--- config.mk ---
export PLATFORM = sky130hd
export DESIGN_NAME = cmp_sample_filter
export DESIGN_NICKNAME = d
export VERILOG_FILES = /design/src/rtl/cmp_filt_pkg.sv /design/src/rtl/cmp_sync.sv /design/src/rtl/cmp_ctrl_reg.sv /design/src/rtl/cmp_filt_core.sv /design/src/rtl/cmp_sample_filter.sv
export SDC_FILE = /design/constraint.sdc
export NUM_CORES = 1
export LEC_CHECK = 0
export BUFFER_PORTS_ARGS = -buffer_cell sky130_fd_sc_hd__buf_2
export CORE_MARGIN = 3
export CORE_UTILIZATION = 47
export DETAILED_ROUTE_END_ITERATION = 10
export PLACE_DENSITY = 0.75
export SETUP_SLACK_MARGIN = 0.05
export SLEW_MARGIN = 20
export SYNTH_ARGS = -nofsm -noshare
export SYNTH_HDL_FRONTEND = slang
export SYNTH_SLANG_ARGS = --single-unit
export TNS_END_PERCENT = 20
--- constraint.sdc ---
create_clock -name clk_i -period 2.5 [get_ports clk_i]
set_input_delay 0.125 -clock clk_i [delete_from_list [all_inputs] [get_ports clk_i]]
set_output_delay 0.125 -clock clk_i [all_outputs]
set_load 0.1 [all_outputs]
--- src/rtl/cmp_filt_pkg.sv ---
package cmp_filt_pkg;
  localparam int REG_W     = 8;
  localparam int CNT_W     = 3;
  localparam int SYNC_N    = 2;
  localparam int POS_SE    = 7;
  localparam int POS_WE    = 6;
  localparam int POS_HYST  = 4;

  typedef struct packed {
    logic             samp_en;
    logic             win_en;
    logic             hyst;
    logic [CNT_W-1:0] filt_cnt;
  } cfg_t;
endpackage

--- src/rtl/cmp_sync.sv ---
module cmp_sync #(
  parameter int STAGES = 2
) (
  input  logic clk_i,
  input  logic rst_ni,
  input  logic d_i,
  output logic q_o
);
  logic [STAGES-1:0] sr_q;

  always_ff @(posedge clk_i or negedge rst_ni) begin
    if (!rst_ni) sr_q <= '0;
    else         sr_q <= {sr_q[STAGES-2:0], d_i};
  end

  assign q_o = sr_q[STAGES-1];
endmodule

--- src/rtl/cmp_ctrl_reg.sv ---
module cmp_ctrl_reg
  import cmp_filt_pkg::*;
(
  input  logic             clk_i,
  input  logic             rst_ni,
  input  logic             wr_en_i,
  input  logic [REG_W-1:0] wdata_i,
  output logic [REG_W-1:0] rdata_o,
  output cfg_t             cfg_o
);
  cfg_t cfg_q;

  always_ff @(posedge clk_i or negedge rst_ni) begin
    if (!rst_ni) begin
      cfg_q <= '0;
    end else if (wr_en_i) begin
      cfg_q.samp_en  <= wdata_i[POS_SE];
      // sample-select wins when both are requested
      cfg_q.win_en   <= wdata_i[POS_WE] & ~wdata_i[POS_SE];
      cfg_q.hyst     <= wdata_i[POS_HYST];
      cfg_q.filt_cnt <= wdata_i[CNT_W-1:0];
    end
  end

  always_comb begin
    rdata_o              = '0;
    rdata_o[POS_SE]      = cfg_q.samp_en;
    rdata_o[POS_WE]      = cfg_q.win_en;
    rdata_o[POS_HYST]    = cfg_q.hyst;
    rdata_o[CNT_W-1:0]   = cfg_q.filt_cnt;
  end

  assign cfg_o = cfg_q;
endmodule

--- src/rtl/cmp_filt_core.sv ---
module cmp_filt_core
  import cmp_filt_pkg::*;
(
  input  logic clk_i,
  input  logic rst_ni,
  input  cfg_t cfg_i,
  input  logic clr_i,
  input  logic raw_i,
  input  logic smp_i,
  input  logic window_i,
  output logic cout_o
);
  logic [CNT_W-1:0] agree_q, agree_d;
  logic             cout_q, cout_d;
  logic             bypass, reached;

  assign bypass  = (cfg_i.filt_cnt == '0);
  assign reached = ({1'b0, agree_q} + 1'b1) >= {1'b0, cfg_i.filt_cnt};

  always_comb begin
    agree_d = agree_q;
    cout_d  = cout_q;
    if (cfg_i.samp_en && bypass) begin
      cout_d  = 1'b0;
      agree_d = '0;
    end else if (cfg_i.win_en) begin
      if (window_i) cout_d = raw_i;
    end else if (bypass) begin
      cout_d  = raw_i;
      agree_d = '0;
    end else if (smp_i) begin
      if (raw_i == cout_q) begin
        agree_d = '0;
      end else if (reached) begin
        cout_d  = raw_i;
        agree_d = '0;
      end else begin
        agree_d = agree_q + 1'b1;
      end
    end
    if (clr_i) agree_d = '0;
  end

  always_ff @(posedge clk_i or negedge rst_ni) begin
    if (!rst_ni) begin
      agree_q <= '0;
      cout_q  <= 1'b0;
    end else begin
      agree_q <= agree_d;
      cout_q  <= cout_d;
    end
  end

  assign cout_o = cout_q;
endmodule

--- src/rtl/cmp_sample_filter.sv ---
module cmp_sample_filter
  import cmp_filt_pkg::*;
(
  input  logic             clk_i,
  input  logic             rst_ni,
  input  logic             wr_en_i,
  input  logic [REG_W-1:0] wdata_i,
  output logic [REG_W-1:0] rdata_o,
  input  logic             raw_i,
  input  logic             strobe_i,
  input  logic             ext_smp_i,
  input  logic             window_i,
  output logic             cout_o,
  output logic             hyst_o
);
  cfg_t cfg;
  logic raw_s, ext_s, ext_d, smp;

  cmp_ctrl_reg u_reg (
    .clk_i  (clk_i),
    .rst_ni (rst_ni),
    .wr_en_i(wr_en_i),
    .wdata_i(wdata_i),
    .rdata_o(rdata_o),
    .cfg_o  (cfg)
  );

  cmp_sync #(.STAGES(SYNC_N)) u_sync_raw (
    .clk_i(clk_i), .rst_ni(rst_ni), .d_i(raw_i), .q_o(raw_s)
  );

  cmp_sync #(.STAGES(SYNC_N)) u_sync_ext (
    .clk_i(clk_i), .rst_ni(rst_ni), .d_i(ext_smp_i), .q_o(ext_s)
  );

  always_ff @(posedge clk_i or negedge rst_ni) begin
    if (!rst_ni) ext_d <= 1'b0;
    else         ext_d <= ext_s;
  end

  assign smp = cfg.samp_en ? (ext_s & ~ext_d) : strobe_i;

  cmp_filt_core u_core (
    .clk_i   (clk_i),
    .rst_ni  (rst_ni),
    .cfg_i   (cfg),
    .clr_i   (wr_en_i),
    .raw_i   (raw_s),
    .smp_i   (smp),
    .window_i(window_i),
    .cout_o  (cout_o)
  );

  assign hyst_o = cfg.hyst;
endmodule

==> flow_summary.ini <==
[run_status]
status = complete, no violations

[timing]
fin_skew_ns = 0.00186
hold_slack_ns = 0.0301
setup_violations = 0
fmax_ghz = 0.453
hold_viol_final = 0
post-route-period-util_pct = 88.4
setup_tns_ns = 0
rsz0062_at_grt = no
min_period_ns = 2.21
slew_violations = 0

[clock_network]
post-cts-setup-buffers = 0
cts_buffer_depth = 2
clock_sinks = 15
cts_root_buf = clkbuf_4
numCtsBuffers = 3
clk_latency_ns = 0.28
cts_tree = built
h-tree-depth = 1
holdBufCountCts = 3
cts_resized = 0
clkSlewWorstSetupHoldPaths_ns = 0.09

[yosys]
synth_area_leaders = dfrtp_1 (50%), ha_1 (6.7%), mux2_2 (4.5%)
syn_area_um2 = 747
synth_seq_cells = 15
syn_inst = 66
yosysWarningCount = 0
ys_types = 28
yosysSeqAreaShare_pct = 50.3
synth_top_cell_by_area = dfrtp_1
avgSynthCellArea_um2 = 11.3
synth_top_cell_area_share_pct = 50.3

[worst_setup_path]
crit_chain = ha_1 -> ha_1 -> o21ai_0 -> o21ai_1 -> or4_4 -> o21ai_0 -> o2bb2ai_1
start_kind = flop
cpPeakStageDelay_ns = 0.48
end_kind = flop
crit_arrival_ns = 2.42
critPathSlowestCell = or4_4
worstPathRequired_ns = 2.71
cp_max_fo = 4
path_class = reg -> reg

[power]
p_switching_uw = 290
p_leak_nw = 0.441
combPwrFrac_pct = 37.4
switching_share_pct = 42.4
p_int_uw = 393
powerDensity_mw_per_mm2 = 759
power_frac_seq_pct = 42.4
clockPowerShare_pct = 20.2
p_total_uw = 683
vdd_ir_drop_max_mv = 0.561

[global_routing]
grt-ovfl-total = 0
grt_antenna_before_repair = 0
grt_pass1_vias = 522
grt_use_total_pct = 14.7
grt_max_degree = 16
grt_pass1_wl_um = 2210

[detailed_routing]
vias_per_cell = 5.28
routed_wl_um = 1320
ant_nets = 0
wl_per_cell_um = 12.6
num_vias = 554
dr.pass1.iters = 4
drt-initial-drc-count = 9
route.detailed.drc = 0

[floorplan]
dieWidth_um = 45.9
io_pins = 25
design.core.area_mm2 = 0.00140
dieArea_mm2 = 0.00210
fp.dieH_um = 45.9
start_util_pct = 53.4
num_rows = 13

[placed_design]
place_congestion = 0.742
hpwl_um = 1020
portBuffers = 20

[final_layout]
synthToLayoutAreaGrowth_pct = 20.4
fin_nets = 110
final_common_cell = buf_2
drive_above_1_share_pct = 33.3
nFillCells = 121
mostFrequentLayoutCells = buf_2 (20), dfrtp_1 (15), inv_1 (6), o21ai_0 (6)
postLayoutCoreUtil_pct = 64.3
num_antenna_cells = 0

[min_path]
worstHoldPathType = in -> reg

[flow_run]
maxCapViolCount = 0
-- synthesized netlist by cell type, drive strengths merged --
master    n
dfrtp    15
xnor2     1
o2bb2ai   1
o21ai     7
nand3     1
xor2      1
nand2b    4
ha        4
or4       1
a31oi     1
a41oi     1
nor3      1
nor2      1
a21oi     2
o22ai     2
nand3b    1
inv       6
nor3b     1
mux2      3
clkbuf    1
o311ai    1
buf       3
mux2i     1
conb      1
nand2     4
a211oi    1
-- worst max-delay path: cells and delay by family (launching register included) --
| family | cells | cell delay, ns |
|---|---|---|
| compound gates | 4 | 0.60 |
| flops | 1 | 0.44 |
| fa+ha+maj | 2 | 0.62 |
| simple gates | 1 | 0.48 |
-- sequential cells by signal (all words and copies together), names as in the netlist --
register and cells:
ext_d 1, u_core.agree_q 3, u_core.cout_o 1, u_reg.cfg_o 6, u_sync_ext.sr_q 2, u_sync_raw.sr_q 2
-- final timing paths --
kind / from / to / slack (ns) / depth (start not counted)
min reg2reg: u_sync_raw.sr_q[0] / u_sync_raw.sr_q[1] / 0.35 / 0
min in group asynchronous: rst_ni / u_core.cout_o / 0.26 / 2
min: wdata_i[7] / u_reg.cfg_o[4] / 0.03 / 2
max: u_core.agree_q[0] / u_core.agree_q[2] / 0.29 / 7
max in group asynchronous: rst_ni / u_reg.cfg_o[0] / 2.00 / 2
max reg2reg: u_core.agree_q[0] / u_core.agree_q[2] / 0.29 / 7
-- kinds of logic (layout without fill, tap and decap cells) --
group,Yosys count,after routing,share of synthesized area (%)
multiplexers,4,4,5.86
flip-flops,15,15,50.3
AO/OA/AOI/OAI,16,16,15.4
XOR/XNOR,2,2,2.35
buffers and inverters,10,33,6.53
other,1,2,0.502
AND/OR/NAND/NOR,14,14,12.4
adder cells (fa/ha/maj),4,4,6.70
-- power by group through the flow --
stage	Clock, mW	Sequential, mW	Combinational (mW)
detailed placement	0	0.295	0.252
floorplan	0	0.395	0.107
global placement	0	0.293	0.249
global route	0.153	0.294	0.270
finish	0.138	0.289	0.255
CTS	0.144	0.290	0.257
-- final cells by class --
type | instances | area, um^2 | area share (%)
Inverter | 6 | 22.5 | 2.50
Sequential cell | 15 | 375 | 41.7
Clock buffer | 4 | 26.3 | 2.92
Timing Repair Buffer | 23 | 130 | 14.5
Multi-Input combinational cell | 42 | 327 | 36.3
Tap cell | 15 | 18.8 | 2.09
-- stage by stage --
step | instances | instance area, um^2 | setup slack (ns)
2_1_floorplan | 67 | 751 | 0.0709
3_3_place_gp | 98 | 843 | 0.374
3_5_place_dp | 98 | 843 | 0.307
4_1_cts | 105 | 900 | 0.282
5_1_grt | 105 | 900 | 0.181
6_report | 105 | 900 | 0.291
-- routing by layer --
metal | track usage [%] | vias to the layer above | share of wire [%]
li1 | - | 277 | -
met3 | 5.93 | 2 | 6.4
met4 | 3.41 | 0 | 0.61
met1 | 18.7 | 256 | 47
met2 | 23.4 | 19 | 46
met5 | 0 | - | 0
No activity file was read; power rests on OpenSTA's default activity.
